File: src/rtl/uart_regs_pkg.sv
package uart_regs_pkg;
  localparam int DATA_W   = 8;
  localparam int ADDR_W   = 3;
  localparam int IEN_W    = 4;
  localparam int MCTL_W   = 5;
  localparam int DLAB_BIT = 7;
  localparam int OUT2_BIT = 3;

  typedef enum logic [3:0] {
    REG_NONE, REG_RBR, REG_THR, REG_IEN, REG_IID, REG_FCTL, REG_LCTL,
    REG_MCTL, REG_LSTAT, REG_MSTAT, REG_SCR, REG_DIVLO, REG_DIVHI
  } reg_id_e;

  function automatic reg_id_e map_read(logic [ADDR_W-1:0] a, logic dlab);
    case (a)
      3'd0:    return dlab ? REG_DIVLO : REG_RBR;
      3'd1:    return dlab ? REG_DIVHI : REG_IEN;
      3'd2:    return REG_IID;
      3'd3:    return REG_LCTL;
      3'd4:    return REG_MCTL;
      3'd5:    return REG_LSTAT;
      3'd6:    return REG_MSTAT;
      default: return REG_SCR;
    endcase
  endfunction

  function automatic reg_id_e map_write(logic [ADDR_W-1:0] a, logic dlab);
    case (a)
      3'd0:    return dlab ? REG_DIVLO : REG_THR;
      3'd1:    return dlab ? REG_DIVHI : REG_IEN;
      3'd2:    return REG_FCTL;
      3'd3:    return REG_LCTL;
      3'd4:    return REG_MCTL;
      3'd7:    return REG_SCR;
      default: return REG_NONE;
    endcase
  endfunction

  // pend bit order: [0] line error, [1] data ready, [2] holding empty, [3] modem
  function automatic logic [3:0] iid_code(logic [3:0] pend);
    if (pend[0])      return 4'b0110;
    else if (pend[1]) return 4'b0100;
    else if (pend[2]) return 4'b0010;
    else if (pend[3]) return 4'b0000;
    else              return 4'b0001;
  endfunction

  // sticky bit vector: clear on read, new events win
  function automatic logic [3:0] sticky_next(logic [3:0] cur, logic clr, logic [3:0] set);
    return (clr ? 4'b0000 : cur) | set;
  endfunction
endpackage

File: src/rtl/urg_decode.sv
module urg_decode
  import uart_regs_pkg::*;
(
  input  logic              clk,
  input  logic              rst_n,
  input  logic [ADDR_W-1:0] addr,
  input  logic              dlab,
  input  logic              rd_en,
  input  logic              wr_en,
  output reg_id_e           rd_id,
  output reg_id_e           wr_id
);
  assign rd_id = rd_en ? map_read(addr, dlab)  : REG_NONE;
  assign wr_id = wr_en ? map_write(addr, dlab) : REG_NONE;

  // status offsets never decode to a write target
  assert_status_no_write_R5: assert property (@(posedge clk) disable iff (!rst_n)
    (wr_en && (addr == 3'd5 || addr == 3'd6)) |-> (wr_id == REG_NONE));
  // divisor targets only when the access bit is set
  assert_div_needs_dlab_R2: assert property (@(posedge clk) disable iff (!rst_n)
    (rd_id == REG_DIVLO || rd_id == REG_DIVHI || wr_id == REG_DIVLO || wr_id == REG_DIVHI) |-> dlab);
endmodule

File: src/rtl/urg_irq.sv
module urg_irq
  import uart_regs_pkg::*;
(
  input  logic             clk,
  input  logic             rst_n,
  input  logic [IEN_W-1:0] ien,
  input  logic             line_err,
  input  logic             data_rdy,
  input  logic             hold_empty,
  input  logic             modem_chg,
  input  logic             out2,
  input  logic             fifo_en,
  output logic [3:0]       pend,
  output logic [DATA_W-1:0] iid,
  output logic             irq
);
  assign pend = {ien[3] & modem_chg, ien[1] & hold_empty, ien[0] & data_rdy, ien[2] & line_err};
  assign iid  = {fifo_en, fifo_en, 2'b00, iid_code(pend)};
  assign irq  = out2 & (|pend);

  // idle code exactly when nothing enabled is pending
  assert_iid_idle_R10: assert property (@(posedge clk) disable iff (!rst_n)
    iid[0] == (pend == 4'b0000));
  // a line error outranks every other source
  assert_line_first_R10: assert property (@(posedge clk) disable iff (!rst_n)
    (ien[2] && line_err) |-> (iid[3:0] == 4'b0110));
endmodule

File: src/rtl/uart_host_regs.sv
module uart_host_regs
  import uart_regs_pkg::*;
#(
  parameter logic [15:0] RESET_DIVISOR = 16'h0000
) (
  input  logic              clk,
  input  logic              rst_n,
  input  logic [ADDR_W-1:0] addr,
  input  logic              rd_en,
  input  logic              wr_en,
  input  logic [DATA_W-1:0] wdata,
  output logic [DATA_W-1:0] rdata,
  output logic              irq,
  input  logic              rx_load,
  input  logic [DATA_W-1:0] rx_byte,
  input  logic [2:0]        err_set,
  input  logic              tx_take,
  input  logic              tx_idle,
  output logic [DATA_W-1:0] tx_data,
  output logic              tx_start,
  input  logic [3:0]        modem_lines,
  input  logic [3:0]        modem_delta,
  output logic [DATA_W-1:0] line_ctrl,
  output logic [MCTL_W-1:0] modem_ctrl,
  output logic [DATA_W-1:0] fifo_ctrl,
  output logic [2*DATA_W-1:0] divisor
);
  logic [DATA_W-1:0]   lctl_q, fctl_q, scr_q, thr_q, rbr_q;
  logic [IEN_W-1:0]    ien_q;
  logic [MCTL_W-1:0]   mctl_q;
  logic [2*DATA_W-1:0] div_q;
  logic                dr_q, thre_q, txs_q;
  logic [3:0]          lerr_q;   // [0] overrun [1] parity [2] framing [3] break
  logic [3:0]          mdel_q;
  reg_id_e             rd_id, wr_id;
  logic [3:0]          pend;
  logic [DATA_W-1:0]   iid, lstat, mstat;

  // named internal events
  wire dlab      = lctl_q[DLAB_BIT];
  wire rd_rbr    = (rd_id == REG_RBR);
  wire rd_lstat  = (rd_id == REG_LSTAT);
  wire rd_mstat  = (rd_id == REG_MSTAT);
  wire wr_thr    = (wr_id == REG_THR);
  wire overrun_ev = rx_load & dr_q;

  urg_decode u_dec (
    .clk(clk), .rst_n(rst_n), .addr(addr), .dlab(dlab),
    .rd_en(rd_en), .wr_en(wr_en), .rd_id(rd_id), .wr_id(wr_id)
  );

  urg_irq u_irq (
    .clk(clk), .rst_n(rst_n), .ien(ien_q), .line_err(|lerr_q), .data_rdy(dr_q),
    .hold_empty(thre_q), .modem_chg(|mdel_q), .out2(mctl_q[OUT2_BIT]),
    .fifo_en(fctl_q[0]), .pend(pend), .iid(iid), .irq(irq)
  );

  always_ff @(posedge clk or negedge rst_n) begin
    if (!rst_n) begin
      lctl_q <= '0; fctl_q <= '0; scr_q <= '0; ien_q <= '0; mctl_q <= '0;
      div_q  <= RESET_DIVISOR;
    end else begin
      case (wr_id)
        REG_LCTL:  lctl_q <= wdata;
        REG_FCTL:  fctl_q <= wdata;
        REG_SCR:   scr_q  <= wdata;
        REG_IEN:   ien_q  <= wdata[IEN_W-1:0];
        REG_MCTL:  mctl_q <= wdata[MCTL_W-1:0];
        REG_DIVLO: div_q[DATA_W-1:0] <= wdata;
        REG_DIVHI: div_q[2*DATA_W-1:DATA_W] <= wdata;
        default: ;
      endcase
    end
  end

  always_ff @(posedge clk or negedge rst_n) begin
    if (!rst_n) begin
      rbr_q <= '0; dr_q <= 1'b0; lerr_q <= '0; mdel_q <= '0;
    end else begin
      if (rx_load) begin
        rbr_q <= rx_byte;
        dr_q  <= 1'b1;
      end else if (rd_rbr) begin
        dr_q  <= 1'b0;
      end
      lerr_q <= sticky_next(lerr_q, rd_lstat, {err_set, overrun_ev});
      mdel_q <= sticky_next(mdel_q, rd_mstat, modem_delta);
    end
  end

  always_ff @(posedge clk or negedge rst_n) begin
    if (!rst_n) begin
      thr_q <= '0; thre_q <= 1'b1; txs_q <= 1'b0;
    end else begin
      txs_q <= wr_thr;
      if (wr_thr) begin
        thr_q  <= wdata;
        thre_q <= 1'b0;
      end else if (tx_take) begin
        thre_q <= 1'b1;
      end
    end
  end

  assign lstat = {1'b0, thre_q & tx_idle, thre_q, lerr_q, dr_q};
  assign mstat = {modem_lines, mdel_q};

  always_comb begin
    case (map_read(addr, dlab))
      REG_RBR:   rdata = rbr_q;
      REG_DIVLO: rdata = div_q[DATA_W-1:0];
      REG_DIVHI: rdata = div_q[2*DATA_W-1:DATA_W];
      REG_IEN:   rdata = {{(DATA_W-IEN_W){1'b0}}, ien_q};
      REG_IID:   rdata = iid;
      REG_LCTL:  rdata = lctl_q;
      REG_MCTL:  rdata = {{(DATA_W-MCTL_W){1'b0}}, mctl_q};
      REG_LSTAT: rdata = lstat;
      REG_MSTAT: rdata = mstat;
      default:   rdata = scr_q;
    endcase
  end

  assign tx_data    = thr_q;
  assign tx_start   = txs_q;
  assign line_ctrl  = lctl_q;
  assign modem_ctrl = mctl_q;
  assign fifo_ctrl  = fctl_q;
  assign divisor    = div_q;

  // divisor untouched while the access bit is clear
  assert_div_hold_R2: assert property (@(posedge clk) disable iff (!rst_n)
    !dlab |=> $stable(divisor));
  // interrupt enable untouched while the access bit is set
  assert_ien_hold_R2: assert property (@(posedge clk) disable iff (!rst_n)
    dlab |=> $stable(ien_q));
  // a holding write produces the start pulse next cycle
  assert_tx_pulse_R3: assert property (@(posedge clk) disable iff (!rst_n)
    wr_thr |=> tx_start);
  // arrival always leaves data ready set
  assert_dr_set_R6: assert property (@(posedge clk) disable iff (!rst_n)
    rx_load |=> lstat[0]);
  // arrival on a full buffer flags overrun
  assert_overrun_R6: assert property (@(posedge clk) disable iff (!rst_n)
    overrun_ev |=> lstat[1]);
  // a holding write empties holding-empty even against a take
  assert_thre_clr_R7: assert property (@(posedge clk) disable iff (!rst_n)
    wr_thr |=> !lstat[5]);
  // clearing OUT2 silences the pin
  assert_irq_gate_R11: assert property (@(posedge clk) disable iff (!rst_n)
    (wr_id == REG_MCTL && !wdata[OUT2_BIT]) |=> !irq);
endmodule

File: config.mk
export PLATFORM = sky130hd
export DESIGN_NAME = uart_host_regs
export DESIGN_NICKNAME = d
export VERILOG_FILES = /design/src/rtl/uart_regs_pkg.sv /design/src/rtl/urg_decode.sv /design/src/rtl/urg_irq.sv /design/src/rtl/uart_host_regs.sv
export SDC_FILE = /design/constraint.sdc
export NUM_CORES = 1
export LEC_CHECK = 0
export ABC_AREA = 1
export ABC_CLOCK_PERIOD_IN_PS = 2950
export CORE_ASPECT_RATIO = 0.7
export CORE_MARGIN = 2
export CORE_UTILIZATION = 54
export DETAILED_ROUTE_END_ITERATION = 8
export GPL_ROUTABILITY_DRIVEN = 0
export GPL_TIMING_DRIVEN = 1
export PLACE_DENSITY_LB_ADDON = 0.08
export SYNTH_ARGS = -nofsm -noshare
export SYNTH_HDL_FRONTEND = slang
export SYNTH_HIERARCHICAL = 1
export SYNTH_SLANG_ARGS = --single-unit
export TNS_END_PERCENT = 20
File: constraint.sdc
create_clock -name clk -period 2.95 [get_ports clk]
set_input_delay 0.295 -clock clk [delete_from_list [all_inputs] [get_ports clk]]
set_output_delay 0.295 -clock clk [all_outputs]
set_load 0.05 [all_outputs]
* Word-level counts from Yosys, hierarchy flattened *
Cells that the tools add are included.

operators by class
  reduce and logical (&&, ||, !) cells = 6
  multiplexer cells = 18
  bitwise gates (word level) = 9
  equal/unequal tests = 27

operators with widths
  kind                                                 number
  one-hot mux 8 bit (9 select lines)                   1
  2-to-1 mux 4 bit                                     10
  equality test 4 bit, second input constant           9
  one-hot mux 4 bit (7 select lines)                   1
  equality test 4 x 3 -> 1 bit, second input constant  6
  one-hot mux 4 bit (6 select lines)                   1
  equality test 3 bit, second input constant           4
  equality test 4 x 2 -> 1 bit, second input constant  3
  OR reduction 4 bit                                   3
  equality test 4 x 1 -> 1 bit, second input constant  2
  OR 4 bit                                             2
  AND 1 bit                                            7
  equality test 3 x 2 -> 1 bit, second input constant  2
  2-to-1 mux 1 bit                                     5
  nonzero test 2 bit                                   2
  equality test 3 x 1 -> 1 bit, second input constant  1
  zero test 3 bit                                      1

word-level totals
  flip-flop bits (word level) = 76

* Logic depth before layout (Yosys ltp) *
Gate-level depths: netlist of run 1.

  depth after elaboration = 7
  depth in mapped cells = 12

* Modules after synthesis *
Netlist of run 1, hierarchy kept.

by module, submodules not included
  module          cells each  area each (um^2)  instances
  uart_host_regs  428         3598.5            1
  urg_decode      39          160.2             1
  urg_irq         20          125.1             1

* Worst setup path after synthesis of run 1 *
OpenSTA, ideal clock, no wires.

  kind = register -> register
  start = register lctl_q[7], in the netlist line_ctrl[7]
  end = register fctl_q[6], in the netlist fifo_ctrl[6]
  clock period less this slack = 2.137 ns
  path buffers = 1
  arrival time = 2.016 ns
  data required time = 2.829 ns
  path slack = 0.813 ns
  cell stages (with the launch flop) = 13
  path through = dfrtp_1 > inv_1 > nor2_1 > inv_1 > nor2_1 > nor2_1 > nor2_1 > inv_2 > nor2_4 > nand3_4 > buf_6 > nand2_1 > o21ai_2

on the way
  word-level cells in the longest chain between the ends = 4
  elaborated cells on any way between the ends = 5
  classes of those cells = eq/ne: 1; mux: 4

ends and longest elaborated chain
  item                                RTL line              RTL
  start, declared                     uart_host_regs.sv:28  logic [DATA_W-1:0] lctl_q, fctl_q, scr_q, thr_q, rbr_q;
  start signal, assigned              uart_host_regs.sv:64  REG_LCTL: lctl_q <= wdata;
  2-to-1 mux 4 bit                    uart_regs_pkg.sv:30   3'd1: return dlab ? REG_DIVHI : REG_IEN;
  one-hot mux 4 bit (6 select lines)  uart_regs_pkg.sv:28   case (a)
  2-to-1 mux 4 bit                    urg_decode.sv:14      assign wr_id = wr_en ? map_write(addr, dlab) : REG_NONE;
  via wr_id[2]                        uart_host_regs.sv:35  reg_id_e rd_id, wr_id;
  equality test 4 x 3 -> 1 bit        uart_host_regs.sv:63  case (wr_id)
  end signal, assigned                uart_host_regs.sv:65  REG_FCTL: fctl_q <= wdata;
  end, declared                       uart_host_regs.sv:28

The timed path passes the listed nets, and every way through them passes these cells.
A chain may end at the register's enable or synchronous reset.

* Final worst setup path of run 1 *
  start = input addr[1]
  end = output rdata[3]

on the way
  word-level cells in the longest chain between the ends = 4
  elaborated cells on any way between the ends = 18
  classes of those cells = eq/ne: 15; mux: 2; reduce/logical: 1

ends and longest elaborated chain
  item                                         RTL line               RTL
  start, declared                              uart_host_regs.sv:8    input logic [ADDR_W-1:0] addr,
  equality test 3 bit (tied with other cells)  uart_regs_pkg.sv:15    case (a)
  one-hot mux 4 bit (7 select lines) (*)       uart_regs_pkg.sv:15
  equality test 4 bit (tied with other cells)  uart_host_regs.sv:109  case (map_read(addr, dlab))
  one-hot mux 8 bit (9 select lines) (*)       uart_host_regs.sv:109
  end, declared                                uart_host_regs.sv:12   output logic [DATA_W-1:0] rdata,

Mark *: on every way between the ends. The rest lies on a longest branch, timed or not.

==> metrics.md, run 1 <==
| Metric | Value |
|---|---|
| Register-to-Register Setup Slack | `a little under 800 ps` |
| Logic depth of the worst register-to-register path | `9` |
| Largest net degree at the start of global routing | `between 40 and 50` |
| Die Outline Area | `around 8000 sq um` |
| Total number of clock tree sinks | `between 70 and 80` |
| Beginning of the critical path | `addr[1]` |
| Total number of placement rows | `25` |
| Setup Crit Path Kind | `in -> out` |
| Total power of the final layout | `between 0.003 and 0.004 W` |
| Total Negative Setup Slacks | `0 ps` |
| Initial core utilization | `between 50% and 60%` |
| Violations in the final reports | `hold timing` |
| Setup repair after global routing missed its margin | `no` |
| Sum of routed wire length over all layers | `approximately 11 mm` |
| DRC Markers | `0` |
| Critical path's largest stage delay | `780 ps` |
| Met2 wire length | `around 4.7 mm` |
| Wirelength per Cell | `around 16 um` |
| Top library cells by usage in the layout, fill and taps aside | `nand2_1 (150), clkdlybuf4s50_1 (82), dfrtp_1 (75), nand3_1 (40), inv_1 (38)` |
| List of cells traversed by the critical path | `clkdlybuf4s50_1, nor2_2, and2_1, nand2_1, nand4_1, buf_12` |
| Setup skew after layout | `~6.9 ps` |
| Number of buffers created by CTS | `9` |
| Endpoint of the worst register-to-register path | `divisor[15]` |
| Routed length on met1 | `4.92 mm` |
| Floorplan die width | `~110 um` |
| Insertion delay of the later-clocked pin in the worst-skew pair | `between 300 and 400 ps` |
| WL met3 | `between 700 and 800 um` |
| Number of buffers between clock root and the deepest sink | `2` |
| Count of H-tree levels built during CTS | `3` |
| # diodes | `0` |
| Hold Buf Count CTS | `0` |
| Worst hold-check slack | `-5.39 ps` |
| Most common library cell in the layout ignoring fill and taps | `nand2_1` |
| Detailed Place HPWL | `between 7 and 8 mm` |
| Gate count after technology mapping | `484` |
| Hold Violations, Final | `7` |
| Final period util | `between 80% and 90%` |
| Vias/cell | `about 5.3` |
| Ratio of cells with drive above 1 in the final layout | `12.4%` |
| GR Overflow Total | `0` |
| Worst Path Required | `between 2000 and 3000 ps` |
| Static leakage power | `~2.5 nW` |
| Clock transition at the registers of the reported paths | `90 ps` |
| DRT antenna net count | `0` |
| Worst R2R Start | `line_ctrl[7]` |
| Antenna violations before repair | `0` |
| Num ports | `roughly 90` |
| Netlist area before placement | `3870 sq um` |
| CTS tree | `yes` |
| Number of warnings reported in the yosys synthesis log | `6` |
| Max-cap violations | `0` |
| Launching element type of the critical path | `input port` |
| Top Metal Used | `met4` |
| Floorplan Core Area | `around 7000 sq um` |
| Synth-to-Final Area Change | `32.1%` |
| Fillers | `roughly 550` |
| Post-layout net count | `between 600 and 700` |
| Total via count after detailed routing | `roughly 3600` |
| Status | `finished with violations` |
| Detailed-routing iteration count for the pre-antenna-repair pass | `6` |
| Total routing usage reported by global routing | `~29%` |
| Count of buffers from port buffering | `91` |
| Least-Margin Pin Slew | `773 ps` |
| Number of global-route vias before repair | `~3400` |
| WP data arrival | `2350 ps` |
| Final critical-path required period | `between 2000 and 3000 ps` |
| Slowest library cell on the worst path | `clkdlybuf4s50_1` |
| Global-route wire length before repair | `16.9 mm` |
| Max frequency | `roughly 380 MHz` |
| Number of pins exceeding their max-slew limit in the final report | `0` |
| Number of post-CTS setup repair buffers | `0` |
| Number of setup violations in the final report | `0` |
| Number of violations reported at the end of detailed-routing iteration 0 | `305` |
| Cell area power density | `approximately 730 nW/um^2` |
| Clock Tree Root | `clkbuf_8` |
| Avg Inst Size Synth | `about 8.0 sq um` |
| Post-cts resize count | `0` |
| Height of the die | `74.9 um` |
| Peak supply drop | `roughly 0.55 mV` |
| Path category of the worst min-delay check | `in -> async` |
| Critical Path Sink Type | `primary output` |
| Max-slew headroom at the worst pin | `48.5%` |
| Peak fanout along the critical path | `19` |
[worst max-delay path by stage]
stage,to,slack (ps),cells past startpoint
6_report,rdata[3],300,6
5_1_grt,rdata[3],200,6
4_1_cts,rdata[3],360,6
3_5_place_dp,divisor[15],210,9
3_3_place_gp,divisor[14],400,9
2_1_floorplan,fifo_ctrl[6],810,12
[per-stage QoR]
stage                     std cells  worst slack, ps  utilization [%]  hold slack, ps  instance area (sq um)
after floorplan                 486              813                -          -0.591                   3880
after global placement          658              401             71.4             397                   4890
after detailed placement        658              213             71.4             414                   4890
after CTS                       674              360             74.7            12.1                   5120
after global routing            674              201             74.7            36.3                   5120
final                           674              303             74.7           -5.39                   5120
[layer usage]
metal  vias to the layer above  track usage (%)
li1                       1741                -
met1                      1697             39.8
met2                       133             43.5
met3                        15             9.09
met4                         0             9.48
met5                         -                0
[power breakdown]
group          internal, W  leakage [nW]  switching [W]  total (W)
combinational     0.000502          1.43       0.000946    0.00145
sequential         0.00124         0.945       0.000171    0.00141
clock             0.000480         0.106       0.000411   0.000890
[layout make-up]
cell class	count	area [sq um]	share of cell area, %
Inverter	44	165	3.23
Timing Repair Buffer	98	1050	20.5
Sequential cell	76	1900	37.2
Clock inverter	7	101	1.98
Clock buffer	9	124	2.42
Tap cell	94	118	2.30
Multi-Input combinational cell	346	1650	32.3
[critical path: cells and delay by family]
family / cells / cell delay [ps]
buffers and inverters: 2 / 940
and+or+nand+nor: 4 / 1100
[flip-flops by register name, summed over array words and instances (netlist names), 4 cells and up]
register,count
ien_q,4
rbr_q,8
mdel_q,4
line_ctrl,8
divisor,16
fifo_ctrl,8
lerr_q,4
modem_ctrl,5
tx_data,8
scr_q,8
Power figures use the tool's default switching activity.
==> inputs of run 2 (changes only) <==
--- a/config.mk
+++ b/config.mk
@@ -7,7 +7,7 @@
 export LEC_CHECK = 0
 export ABC_AREA = 1
 export ABC_CLOCK_PERIOD_IN_PS = 2950
-export CORE_ASPECT_RATIO = 0.7
+export CORE_ASPECT_RATIO = 1.4
 export CORE_MARGIN = 2
 export CORE_UTILIZATION = 54
 export DETAILED_ROUTE_END_ITERATION = 8
==> run 2 against run 1 <==
The run now ends clean. Highest routed layer unchanged. Utilization decreased by 1.3 points. Largest power group unchanged. Total power decreased by 1.5%. Register-to-register slack is essentially flat. Clock-buffer cell count grew 4. Maximum frequency rose by 4.6%.
==> metrics.md, run 2 (synthesis results as in run 1) <==
| Metric | Value |
|---|---|
| Status | `completed` |
| Floorplan Core Area | `6940 sq um (+1.3%)` |
| Peak supply drop | `0.577 mV (+5.1%)` |
| Path category of the worst min-delay check | `in -> async` |
| # diodes | `0 (unchanged)` |
| End-of-flow core utilization | `73.3% (-1.3 points)` |
| Cell seen most often among critical-path stages | `nor2_1` |
| Worst hold-check slack | `68.1 ps (+73.5 ps)` |
| Post-placement worst setup slack | `351 ps (+138 ps)` |
| Total number of placement rows | `36 (+44%)` |
| Clock Tree Root | `clkbuf_8` |
| Launching element type of the critical path | `input port` |
| Register-to-Register Setup Slack | `790 ps (about the same)` |
| Count of buffers from port buffering | `91 (unchanged)` |
| Floorplan die width | `75.6 um (-28%)` |
| Most common library cell in the layout ignoring fill and taps | `nand2_1` |
| WP data arrival | `2230 ps (-120 ps)` |
| Hold Violations, Final | `0 (-7)` |
| Hold Buf Count CTS | `0 (unchanged)` |
| Setup Crit Path Kind | `in -> out` |
| Sequential share of power | `38.2% (+0.5 points)` |
| Part of the power in the clock network | `22.7% (-1.0 points)` |
| Portion of total power attributed to combinational logic | `39.0% (+0.4 points)` |
| Detailed-routing iteration count for the pre-antenna-repair pass | `5 (-1)` |
| Least-Margin Pin Slew | `947 ps (+174 ps)` |
| DRT antenna net count | `0 (unchanged)` |
| Antenna violations before repair | `0 (unchanged)` |
| Max-slew headroom at the worst pin | `36.9% (-12 points)` |
| Number of pins exceeding their max-slew limit in the final report | `0 (unchanged)` |
| Worst Path Required | `2650 ps (about the same)` |
| Cell-internal power | `0.00220 W (-0.99%)` |
| Largest net degree at the start of global routing | `77 (+75%)` |
| CTS tree | `yes` |
| Top library cells by usage in the layout, fill and taps aside | `nand2_1 (150), clkdlybuf4s50_1 (82), dfrtp_1 (75), nand3_1 (40), inv_1 (38)` |
| Sum of routed wire length over all layers | `10.3 mm (-2.1%)` |
| Worst path setup slack after routing | `420 ps (+117 ps)` |
| Final critical-path required period | `2530 ps (-117 ps)` |
| Max-cap violations | `0 (unchanged)` |
| Number of flip-flops under the largest register name | `16 (unchanged)` |
| Vias/cell | `5.34 (+0.39%)` |
| Critical path's largest stage delay | `810 ps (+30 ps)` |
| Critical Path Sink Type | `primary output` |
| Setup repair after global routing missed its margin | `no` |
| GR Overflow Total | `0 (unchanged)` |
| Height of the die | `104 um (+39%)` |
| Cell area power density | `727 nW/um^2 (-0.91%)` |
| Fillers | `559 (+2.2%)` |
| Ratio of cells with drive above 1 in the final layout | `12.1% (-0.32 points)` |
| Total Negative Setup Slacks | `0 ps (unchanged)` |
| Number of setup violations in the final report | `0 (unchanged)` |
| Static leakage power | `2.48 nW (-0.25%)` |
| Switching Fraction | `40.4% (-0.29 points)` |
| List of cells traversed by the critical path | `clkdlybuf4s50_1, buf_4, inv_1, nor2_2, nand2_1, nor2_1, nor2_1, nand4_1, buf_12` |
| Initial core utilization | `55.8% (-0.70 points)` |
| Post-layout net count | `611 (-0.16%)` |
| Clock transition at the registers of the reported paths | `70 ps (-20 ps)` |
| Detailed Place HPWL | `7.55 mm (-1.9%)` |
| Peak fanout along the critical path | `15 (-4)` |
| Total via count after detailed routing | `3600 (+0.39%)` |
| Count of H-tree levels built during CTS | `3 (unchanged)` |
| Switch Pwr | `0.00149 W (-2.2%)` |
| Synth-to-Final Area Change | `31.4%` |
| Number of buffers created by CTS | `9 (unchanged)` |
| Number of buffers between clock root and the deepest sink | `2 (unchanged)` |
| Max frequency | `395 MHz (+4.6%)` |
| Num ports | `92 (unchanged)` |
| Total routing usage reported by global routing | `28.4% (-0.26 points)` |
| Slowest library cell on the worst path | `clkdlybuf4s50_1` |
| Insertion delay of the later-clocked pin in the worst-skew pair | `360 ps (about the same)` |
| Wirelength per Cell | `15.3 um (-2.1%)` |
| DRC Markers | `0 (unchanged)` |
| Die Outline Area | `7870 sq um (about the same)` |
| Number of post-CTS setup repair buffers | `0 (unchanged)` |
| Number of global-route vias before repair | `3416 (+1.7%)` |
| Filler-free cell count of the finished design | `674 (unchanged)` |
| Final period util | `85.8% (-4.0 points)` |
| Number of violations reported at the end of detailed-routing iteration 0 | `227 (-26%)` |
| Post-cts resize count | `0 (unchanged)` |
| Placed Cells | `658 (unchanged)` |
| Global-route wire length before repair | `16.8 mm (-0.69%)` |
| Total number of clock tree sinks | `76 (unchanged)` |
| Setup skew after layout | `4.64 ps (-2.24 ps)` |
-- run 2: metal layers --
layer | part of all wire, % | vias up | global-route usage (%)
met5 | 0 | - | 0
met3 | 6.7 | 26 | 8.91
met2 | 48 | 145 | 43.6
met1 | 42 | 1689 | 37.2
li1 | - | 1740 | -
met4 | 3.1 | 0 | 10.7
-- run 2: worst max-delay path, delay by kind of cell --
family / cells / cell delay (ps)
simple gates: 5 / 630
buf+inv: 4 / 1300
-- run 2: layout make-up --
type	count	area, sq um	area share (%)
clock buffer	13	169	3.32
tap	95	119	2.34
inverter	44	165	3.25
clock inverter	3	43.8	0.861
sequential	76	1900	37.4
multi-input combinational	346	1650	32.5
timing repair buffer	97	1030	20.3
-- run 2: path summary, 6_finish.rpt --
| check | end | cells past startpoint | start |
|---|---|---|---|
| hold reg to reg | rbr_q[1] | 2 | rbr_q[1] |
| setup reg to reg | fifo_ctrl[6] | 11 | line_ctrl[7] |
| setup / recovery | rdata[7] | 9 | addr[1] |
| hold / removal | mdel_q[2] | 1 | rst_n |
| max in group asynchronous | divisor[15] | 1 | rst_n |
| min in group clk | thre_q | 3 | tx_take |
-- run 2: power groups by stage --
stage | sequential, W | clock (W) | combinational (W)
6_report | 0.00141 | 0.000841 | 0.00144
3_3_place_gp | 0.00142 | 0 | 0.00142
3_5_place_dp | 0.00143 | 0 | 0.00144
2_1_floorplan | 0.00187 | 0 | 0.000459
5_1_grt | 0.00144 | 0.000904 | 0.00153
4_1_cts | 0.00141 | 0.000848 | 0.00145
-- run 2: per-stage QoR --
stage | power, W | instance area [sq um]
after floorplan | 0.00233 | 3880
after global placement | 0.00284 | 4870
after detailed placement | 0.00287 | 4870
after CTS | 0.00371 | 5090
after global routing | 0.00387 | 5090
final | 0.00370 | 5090
==> inputs of run 3 (changes only) <==
--- a/config.mk
+++ b/config.mk
@@ -13,6 +13,7 @@
 export DETAILED_ROUTE_END_ITERATION = 8
 export GPL_ROUTABILITY_DRIVEN = 0
 export GPL_TIMING_DRIVEN = 1
+export HOLD_SLACK_MARGIN = 0.1
 export PLACE_DENSITY_LB_ADDON = 0.08
 export SYNTH_ARGS = -nofsm -noshare
 export SYNTH_HDL_FRONTEND = slang
==> results of run 3 <==
Final layout, timing and power as in run 2 (identical DEF).
